--- src/rtl/fwexp_pkg.sv ---
package fwexp_pkg;
  typedef enum logic [1:0] {
    ST_IDLE = 2'd0,
    ST_FILL = 2'd1,
    ST_WALK = 2'd2
  } seq_state_e;
endpackage

--- src/rtl/mod_mul_serial.sv ---
// Bit-serial interleaved modular multiplier: opa*opb mod m, one opb bit per
// cycle from the MSB. Requires opa, opb < m and m > 1.
module mod_mul_serial #(
  parameter int N = 16
) (
  input  logic         clk,
  input  logic         rst_n,
  input  logic         go,
  input  logic [N-1:0] opa,
  input  logic [N-1:0] opb,
  input  logic [N-1:0] modulus,
  output logic         busy,
  output logic         done,
  output logic [N-1:0] product
);
  localparam int CW = (N > 1) ? $clog2(N) : 1;

  logic [N-1:0] acc_q, acc_d, a_q, a_d, b_q, b_d, m_q, m_d;
  logic [CW-1:0] cnt_q, cnt_d;
  logic busy_q, busy_d, done_q, done_d;
  logic [N:0] dbl, dbl_r, sum, sum_r, m_ext;

  always_comb begin
    m_ext = {1'b0, m_q};
    dbl   = {acc_q, 1'b0};
    dbl_r = (dbl >= m_ext) ? (dbl - m_ext) : dbl;
    sum   = dbl_r + {1'b0, a_q};
    sum_r = (sum >= m_ext) ? (sum - m_ext) : sum;
  end

  always_comb begin
    acc_d  = acc_q;
    a_d    = a_q;
    b_d    = b_q;
    m_d    = m_q;
    cnt_d  = cnt_q;
    busy_d = busy_q;
    done_d = 1'b0;
    if (!busy_q && go) begin
      acc_d  = '0;
      a_d    = opa;
      b_d    = opb;
      m_d    = modulus;
      cnt_d  = CW'(N - 1);
      busy_d = 1'b1;
    end else if (busy_q) begin
      acc_d = b_q[N-1] ? sum_r[N-1:0] : dbl_r[N-1:0];
      b_d   = {b_q[N-2:0], 1'b0};
      if (cnt_q == '0) begin
        busy_d = 1'b0;
        done_d = 1'b1;
      end else begin
        cnt_d = cnt_q - CW'(1);
      end
    end
  end

  always_ff @(posedge clk or negedge rst_n) begin
    if (!rst_n) begin
      acc_q  <= '0;
      a_q    <= '0;
      b_q    <= '0;
      m_q    <= '0;
      cnt_q  <= '0;
      busy_q <= 1'b0;
      done_q <= 1'b0;
    end else begin
      acc_q  <= acc_d;
      a_q    <= a_d;
      b_q    <= b_d;
      m_q    <= m_d;
      cnt_q  <= cnt_d;
      busy_q <= busy_d;
      done_q <= done_d;
    end
  end

  assign busy    = busy_q;
  assign done    = done_q;
  assign product = acc_q;
endmodule

--- src/rtl/power_table.sv ---
// Register file holding base^0 .. base^(2^AW-1), one write and one read port.
module power_table #(
  parameter int N  = 16,
  parameter int AW = 5
) (
  input  logic          clk,
  input  logic          rst_n,
  input  logic          wr_en,
  input  logic [AW-1:0] wr_addr,
  input  logic [N-1:0]  wr_data,
  input  logic [AW-1:0] rd_addr,
  output logic [N-1:0]  rd_data
);
  localparam int DEPTH = 1 << AW;

  logic [N-1:0] mem [DEPTH];

  for (genvar e = 0; e < DEPTH; e++) begin : g_entry
    logic hit;
    assign hit = wr_en && (wr_addr == AW'(e));
    always_ff @(posedge clk or negedge rst_n) begin
      if (!rst_n)   mem[e] <= '0;
      else if (hit) mem[e] <= wr_data;
    end
  end

  assign rd_data = mem[rd_addr];
endmodule

--- src/rtl/fixed_window_modexp.sv ---
module fixed_window_modexp
  import fwexp_pkg::*;
#(
  parameter int N   = 16,
  parameter int EW  = 16,
  parameter int WIN = 5
) (
  input  logic          clk,
  input  logic          rst_n,
  input  logic          start,
  input  logic [N-1:0]  base,
  input  logic [N-1:0]  modulus,
  input  logic [EW-1:0] exponent,
  output logic          busy,
  output logic          done,
  output logic [N-1:0]  result
);
  localparam int ND  = (EW + WIN - 1) / WIN;
  localparam int PW  = ND * WIN;
  localparam int DW  = (ND > 1) ? $clog2(ND) : 1;
  localparam int OPW = $clog2(WIN + 1);

  seq_state_e state_q, state_d;
  logic [WIN-1:0] idx_q, idx_d;
  logic [DW-1:0]  dig_q, dig_d;
  logic [OPW-1:0] op_q, op_d;
  logic           pend_q, pend_d;
  logic           done_q, done_d;
  logic [N-1:0]   acc_q, acc_d;
  logic [N-1:0]   base_q, mod_q;
  logic [PW-1:0]  exp_q;
  logic           ld;

  logic           mul_go, mul_busy, mul_done;
  logic [N-1:0]   mul_a, mul_b, mul_p;
  logic           tbl_we;
  logic [WIN-1:0] tbl_waddr, tbl_raddr;
  logic [N-1:0]   tbl_wdata, tbl_rdata;
  logic [WIN-1:0] digit;

  assign digit = exp_q[int'(dig_q) * WIN +: WIN];
  assign ld    = (state_q == ST_IDLE) && start;

  mod_mul_serial #(.N(N)) u_mul (
    .clk(clk), .rst_n(rst_n), .go(mul_go), .opa(mul_a), .opb(mul_b),
    .modulus(mod_q), .busy(mul_busy), .done(mul_done), .product(mul_p)
  );

  power_table #(.N(N), .AW(WIN)) u_tbl (
    .clk(clk), .rst_n(rst_n), .wr_en(tbl_we), .wr_addr(tbl_waddr),
    .wr_data(tbl_wdata), .rd_addr(tbl_raddr), .rd_data(tbl_rdata)
  );

  always_comb begin
    state_d   = state_q;
    idx_d     = idx_q;
    dig_d     = dig_q;
    op_d      = op_q;
    pend_d    = pend_q;
    acc_d     = acc_q;
    done_d    = 1'b0;
    mul_go    = 1'b0;
    mul_a     = acc_q;
    mul_b     = acc_q;
    tbl_we    = 1'b0;
    tbl_waddr = idx_q;
    tbl_wdata = mul_p;
    tbl_raddr = digit;
    unique case (state_q)
      ST_IDLE: begin
        if (start) begin
          state_d   = ST_FILL;
          idx_d     = WIN'(1);
          pend_d    = 1'b0;
          acc_d     = N'(1);
          tbl_we    = 1'b1;
          tbl_waddr = '0;
          tbl_wdata = N'(1);
        end
      end
      ST_FILL: begin
        tbl_raddr = idx_q - WIN'(1);
        if (!pend_q) begin
          mul_go = 1'b1;
          mul_a  = tbl_rdata;
          mul_b  = base_q;
          pend_d = 1'b1;
        end else if (mul_done) begin
          tbl_we = 1'b1;
          pend_d = 1'b0;
          if (&idx_q) begin
            state_d = ST_WALK;
            dig_d   = DW'(ND - 1);
            op_d    = '0;
          end else begin
            idx_d = idx_q + WIN'(1);
          end
        end
      end
      ST_WALK: begin
        if (!pend_q) begin
          mul_go = 1'b1;
          mul_a  = acc_q;
          mul_b  = (op_q == OPW'(WIN)) ? tbl_rdata : acc_q;
          pend_d = 1'b1;
        end else if (mul_done) begin
          acc_d  = mul_p;
          pend_d = 1'b0;
          if (op_q == OPW'(WIN)) begin
            op_d = '0;
            if (dig_q == '0) begin
              state_d = ST_IDLE;
              done_d  = 1'b1;
            end else begin
              dig_d = dig_q - DW'(1);
            end
          end else begin
            op_d = op_q + OPW'(1);
          end
        end
      end
      default: state_d = ST_IDLE;
    endcase
  end

  always_ff @(posedge clk or negedge rst_n) begin
    if (!rst_n) begin
      state_q <= ST_IDLE;
      idx_q   <= '0;
      dig_q   <= '0;
      op_q    <= '0;
      pend_q  <= 1'b0;
      done_q  <= 1'b0;
      acc_q   <= '0;
    end else begin
      state_q <= state_d;
      idx_q   <= idx_d;
      dig_q   <= dig_d;
      op_q    <= op_d;
      pend_q  <= pend_d;
      done_q  <= done_d;
      acc_q   <= acc_d;
    end
  end

  always_ff @(posedge clk or negedge rst_n) begin
    if (!rst_n) begin
      base_q <= '0;
      mod_q  <= '0;
      exp_q  <= '0;
    end else if (ld) begin
      base_q <= base;
      mod_q  <= modulus;
      exp_q  <= PW'(exponent);
    end
  end

  assign busy   = (state_q != ST_IDLE);
  assign done   = done_q;
  assign result = acc_q;
endmodule

--- config.mk ---
export PLATFORM = sky130hd
export DESIGN_NAME = fixed_window_modexp
export DESIGN_NICKNAME = d
export VERILOG_FILES = /design/src/rtl/fwexp_pkg.sv /design/src/rtl/mod_mul_serial.sv /design/src/rtl/power_table.sv /design/src/rtl/fixed_window_modexp.sv
export SDC_FILE = /design/constraint.sdc
export NUM_CORES = 2
export LEC_CHECK = 0
export BUFFER_PORTS_ARGS = -buffer_cell sky130_fd_sc_hd__buf_4
export CORE_MARGIN = 4
export CORE_UTILIZATION = 57
export CTS_CLUSTER_DIAMETER = 200
export CTS_CLUSTER_SIZE = 12
export DETAILED_ROUTE_END_ITERATION = 6
export PLACE_DENSITY = 0.76
export SETUP_SLACK_MARGIN = 0.5
export SKIP_CTS_REPAIR_TIMING = 1
export SLEW_MARGIN = 20
export SYNTH_ARGS = -nofsm -noshare
export SYNTH_HDL_FRONTEND = slang
export SYNTH_SLANG_ARGS = --single-unit
--- constraint.sdc ---
create_clock -name clk -period 5.6 [get_ports clk]
set_input_delay 0.84 -clock clk [delete_from_list [all_inputs] [get_ports clk]]
set_output_delay 0.84 -clock clk [all_outputs]
set_load 0.01 [all_outputs]
==> Word level (Yosys, flattened, before mapping) <==
Index checks and enable logic that the tools add are counted.
{ "classes": {"add_sub_neg": 8, "multipliers": 1, "magnitude_cmp": 3, "n_eq_ne": 45, "shift": 1, "muxes": 78, "bitwise": 1, "reduce_logical": 54} }
{ "op_table": {"columns": ["operator", "count"], "rows": [
  ["two-way mux 16 bit", 18],
  ["binary-select mux 16 bit (select 5 bit)", 1],
  ["== test 5 bit, second input constant", 16],
  ["case mux 16 bit (2 select lines)", 2],
  ["== test 5 x 4 -> 1 bit, second input constant", 8],
  ["two-way mux 5 bit", 7],
  [">= comparator 17 x 16 -> 1 bit", 2],
  ["logical AND 1 bit", 34],
  ["two-way mux 2 bit", 15],
  ["== test 5 x 3 -> 1 bit, second input constant", 4],
  ["variable part select 20 x 6 -> 5 bit", 1],
  ["two-way mux 1 bit", 19],
  ["two-way mux 3 bit", 6],
  ["adder 17 x 16 -> 17 bit", 1],
  ["two-way mux 17 bit", 1],
  ["subtractor 17 x 16 -> 17 bit", 1],
  ["inequality test 2 bit, second input constant", 8],
  ["AND reduction 8 bit", 2],
  ["subtractor 16 bit", 1],
  ["two-way mux 4 bit", 3],
  ["nonzero test 2 bit", 6],
  ["== test 5 x 2 -> 1 bit, second input constant", 2],
  ["case mux 5 bit (2 select lines)", 1],
  ["AND reduction 5 bit", 2],
  ["other kinds (25)", 30]
]} }
{ "totals": {"regBits": 660, "word_cells": 240} }

==> Logic depth before layout (Yosys ltp) <==
{ "depth": {"depth_word": 11, "mapped_depth": 29, "ltp_nobuf": 28} }

==> Hierarchy <==
A second synthesis with hierarchy kept.
{ "hier_totals": {"cells_unflattened": 2760, "hier_area_um2": 33598.5} }
{ "modules_own_cells": {"columns": ["module", "n_inst", "cells_per_inst", "area_each_um2", "seq_area_each_um2"], "rows": [
  ["power_table", 1, 1737, 23817.8, 12812.3],
  ["mod_mul_serial", 1, 658, 5520.3, 1751.7],
  ["fixed_window_modexp", 1, 365, 4260.3, 1951.9]
]} }

==> Worst setup path before layout <==
No wires, ideal clock.
{ "synth_timing": {"kind": "reg2reg", "startpoint": "register u_mul.acc_q[2], in the netlist u_mul.product[2]", "endpoint": "register u_mul.acc_q[7], in the netlist u_mul.product[7]", "t_arrival_ns": 5.948, "required_time_ns": 5.467, "path_slack_ns": -0.481, "path_stages_with_launch": 27, "path_buffers": 2, "synth_period_minus_slack_ns": 6.081, "path_cell_list": "dfrtp_1 > ha_1 > a21oi_1 > nand2b_1 > nand3b_1 > o31a_1 > o2111ai_1 > nand2_1 > clkbuf_1 > mux2_2 > ha_1 > o211ai_1 > o21a_1 > o311ai_1 > nor2_1 > xnor2_1 > ha_1 > a21o_1 > a21o_1 > a21oi_1 > a21oi_1 > a221oi_1 > nand2b_1 > mux2i_4 > buf_4 > mux2i_1 > o21ai_0"} }
{ "synth_via": {"elab_chain_cells": 8, "word_cells_on_any_way": 10, "classes_between": "3 x add/sub; 2 x order compare; 5 x mux"} }
{ "synth_lines": {"columns": ["item", "line_no", "text"], "rows": [
  ["start, declared", "mod_mul_serial.sv:18", "logic [N-1:0] acc_q, acc_d, a_q, a_d, b_q, b_d, m_q, m_d;"],
  ["start signal, assigned", "mod_mul_serial.sv:60", "acc_q <= '0;"],
  ["start signal, assigned", "mod_mul_serial.sv:68", "acc_q <= acc_d;"],
  ["subtractor 17 x 16 -> 17 bit or >= comparator 17 x 16 -> 1 bit (tied branches)", "mod_mul_serial.sv:26", "dbl_r = (dbl >= m_ext) ? (dbl - m_ext) : dbl;"],
  ["two-way mux 17 bit *", "mod_mul_serial.sv:26", null],
  ["adder 17 x 16 -> 17 bit", "mod_mul_serial.sv:27", "sum = dbl_r + {1'b0, a_q};"],
  ["subtractor 16 bit or >= comparator 17 x 16 -> 1 bit (tied branches)", "mod_mul_serial.sv:28", "sum_r = (sum >= m_ext) ? (sum - m_ext) : sum;"],
  ["two-way mux 16 bit", "mod_mul_serial.sv:28", null],
  ["two-way mux 16 bit *", "mod_mul_serial.sv:47", "acc_d = b_q[N-1] ? sum_r[N-1:0] : dbl_r[N-1:0];"],
  ["two-way mux 16 bit *", "mod_mul_serial.sv:46", "end else if (busy_q) begin"],
  ["two-way mux 16 bit *", "mod_mul_serial.sv:39", "if (!busy_q && go) begin"]
]} }
Mark *: on every way between the ends. The rest lies on a longest branch, timed or not. The select of a mux whose other input is x is not followed.
A chain may end at the register's enable or synchronous reset.

==> Final worst setup path <==
{ "layout_timing": {"startpoint": "register u_mul.m_q[1]", "endpoint": "register u_mul.acc_q[11], in the netlist u_mul.product[11]"} }
{ "layout_via": {"elab_chain_cells": 8, "word_cells_on_any_way": 10, "classes_between": "3 x add/sub; 2 x order compare; 5 x mux"} }
{ "layout_lines": {"columns": ["item", "line_no", "text"], "rows": [
  ["start, declared", "mod_mul_serial.sv:18", null],
  ["start signal, assigned", "mod_mul_serial.sv:71", "m_q <= m_d;"],
  ["subtractor 17 x 16 -> 17 bit or >= comparator 17 x 16 -> 1 bit (tied branches)", "mod_mul_serial.sv:26", null],
  ["two-way mux 17 bit", "mod_mul_serial.sv:26", null],
  ["adder 17 x 16 -> 17 bit", "mod_mul_serial.sv:27", null],
  ["subtractor 16 bit or >= comparator 17 x 16 -> 1 bit (tied branches)", "mod_mul_serial.sv:28", null],
  ["two-way mux 16 bit", "mod_mul_serial.sv:28", null],
  ["two-way mux 16 bit *", "mod_mul_serial.sv:47", null],
  ["two-way mux 16 bit *", "mod_mul_serial.sv:46", null],
  ["two-way mux 16 bit *", "mod_mul_serial.sv:39", null]
]} }
Marks and branches as above.

==> metrics.txt <==
Syn. warnings=0; htree depth=2; largest net degree at the start of global routing=151; CP required=6.09 ns; slowest cell on the critical path=dfrtp_1; reg2reg start=u_mul.m_q[1]$_DFFE_PN0P_; post-route worst setup slack=-0.209 ns; Rel. slew slack=24.6%; DPL Wire Length=56,800 um; placed instance count=3,541; Post-DRT Antenna Nets=0; Die Height=245 um; Initial Util=57.7%; CP max FO=7; total track usage=28.4%; Iter 0 DRT Violations=1,977; fin nets=2,982; final cell count without fillers=3,620; drt pass-1 iters=6; largest delay contributor family on the critical path=compound AO/OA/AOI/OAI gates; Die Area=59,900 um2; Worst-Margin Slew=1.13 ns; Mapped Cells=2,746; critical path capture point type=flop; port buffer count=68; design area=36,100 um2; number of antenna diodes=0; CP peak stage delay=0.39 ns; most frequent cells in the layout=dfrtp_1, nand2_1, mux2_2; most common cell after layout, fill and taps aside=dfrtp_1; HP Class=in -> async; Post-synth EDFFs=0; startpoint type of the worst setup path=flop; RSZ-0062 raised after global routing=true; WL final=84,200 um; Max Root-Sink Buffers=3; final number of hold-violating endpoints=0; failing checks=negative setup slack; Max-Cap Viols=0; WS Path Type=reg -> reg; Syn Area/Cell=11.6 um2; DR vias/cell=6.30; dpl cell area=34,200 um2; I/O Pins=69; max-slew violations=0; Synth Net Count=2,857; top_reg_cell synth=dfrtp_1; final setup vio count=16; cell mode on critical path=buf_6; Crit. Startpoint=u_mul.m_q[1]$_DFFE_PN0P_; Leak=16.6 nW; Worst R2R Setup Slack=-0.21 ns; setup_tns=-2.31 ns; clock transition at the registers of the reported paths=0.07 ns; filler cell count=4,167; WP data arrival=6.30 ns; DRC errors left=0; initial antenna violation count=1; RePlAce Congestion=0.904; Skew-Pair Late Insertion Delay=0.66 ns; end of the worst register-to-register path=u_mul.product[11]$_DFFE_PN0P_; Worst Clk Skew=0.0591 ns; Core Util, Final=65.3%; ys async rst share=100%; peak supply drop=0.000654 V; PD cells=726 nW/um2; FMAX=172 MHz; global route total overflow=0; core area=55,300 um2; count of cell types in the netlist=63; register area share after synthesis=51.7%; Worst R2R Path Depth=28; area grow syn2layout=13.1%; row count=86; CTS tree=built; vias post-DR=22,812; CTS root buf=clkbuf_16; global-route wire length before repair=135,000 um; mapped cell area=31,900 um2; period utilization=104%; #FFs+latches synth=660; WP buf/inv=4; DR WL/cell=23.2 um; vias in the first global route=23,801; clock sink count=660; status=finished with violations; Tmin final=5.81 ns; TritonCTS buffer count=60; share of post-route cells with drive strength above 1=29.9%; die width=245 um
[worst register-to-register path, delay by kind of cell (launching register included)]
family                   cells  cell delay [ns]
AND/OR/NAND/NOR              6             0.80
AO/OA/AOI/OAI               11             2.29
flip-flops                   1             0.39
multiplexers                 3             0.78
XOR/XNOR                     1             0.21
adder cells (fa/ha/maj)      3             0.76
buffers and inverters        4             0.46
[sequential cells by signal (all words and copies together) (netlist names)]
register	cells
base_q	16
dig_q	2
done	1
exp_q	16
idx_q	5
mod_q	16
op_q	3
pend_q	1
result	16
state_q	2
u_mul.a_q	16
u_mul.b_q	16
u_mul.busy	1
u_mul.cnt_q	4
u_mul.done	1
u_mul.m_q	16
u_mul.product	16
u_tbl.mem	512
[cell usage after synthesis, drive strengths merged, types with 24 or more instances]
cell type,number,share of area (%)
nand2b,24,0.47
mux2,337,12
nor2,61,0.72
ha,57,2.2
mux4,125,8.8
and2,36,0.71
nand3,37,0.58
buf,39,0.80
dfrtp,660,52
a211oi,36,0.85
clkbuf,171,2.0
a21oi,63,0.99
xnor2,33,0.93
nand2,454,5.3
inv,42,0.49
o21ai,308,4.8
[kinds of logic (layout without fill, tap and decap cells)]
family | after synthesis | count (layout) | synth area share, %
AOI/OAI and AO/OA | 576 | 576 | 11.0
DFF | 660 | 660 | 51.7
muxes | 482 | 482 | 21.4
buffers and inverters | 252 | 378 | 3.31
xor gates and xnor gates | 44 | 44 | 1.23
and+or+nand+nor | 672 | 672 | 8.95
adders and majority gates | 60 | 60 | 2.42
[worst max-delay path by stage]
stage	to	slack, ns	depth (start not counted)
after floorplan	u_mul.product[9]$_DFFE_PN0P_	0.05	27
after global placement	u_mul.product[0]$_DFFE_PN0P_	-0.19	28
after detailed placement	u_mul.product[0]$_DFFE_PN0P_	-0.40	30
after CTS	u_mul.product[0]$_DFFE_PN0P_	-0.40	29
after global routing	u_mul.product[11]$_DFFE_PN0P_	-0.48	29
final	u_mul.product[11]$_DFFE_PN0P_	-0.21	28
[layer usage]
metal	global-route usage, %	share of wire, %	wire [um]	vias to the layer above
met5	0	0	0	-
met2	48.5	50	42400	792
met4	9.15	3.2	2690	0
met1	38.1	41	34300	11784
li1	-	-	-	10058
met3	4.12	5.7	4760	178
[where the power goes]
part / internal, W / leakage [nW] / switching, W / total, W
clock: 0.00189 / 0.769 / 0.00175 / 0.00364
sequential: 0.00540 / 8.96 / 0.000496 / 0.00589
combinational: 0.00778 / 6.89 / 0.00889 / 0.0167
[layout make-up]
type                    count  area (um2)  share of cell area, %
flip-flops and latches    660       16500                   45.7
multi-input cells        1834       14700                   40.8
repair buffers            273        2190                   6.07
clock buffers              60        1500                   4.16
well taps                 748         936                   2.59
inverters                  42         158                  0.437
clock inverters             3        76.3                  0.211
[through the flow]
stage          worst slack, ns  power, W  hold slack, ns
2_1_floorplan           0.0466    0.0155           0.442
3_3_place_gp            -0.191    0.0211           0.454
3_5_place_dp            -0.401    0.0213           0.465
4_1_cts                 -0.403    0.0250           0.290
5_1_grt                 -0.479    0.0278           0.325
6_report                -0.209    0.0262           0.237
No activity file was read; power rests on OpenSTA's default activity.
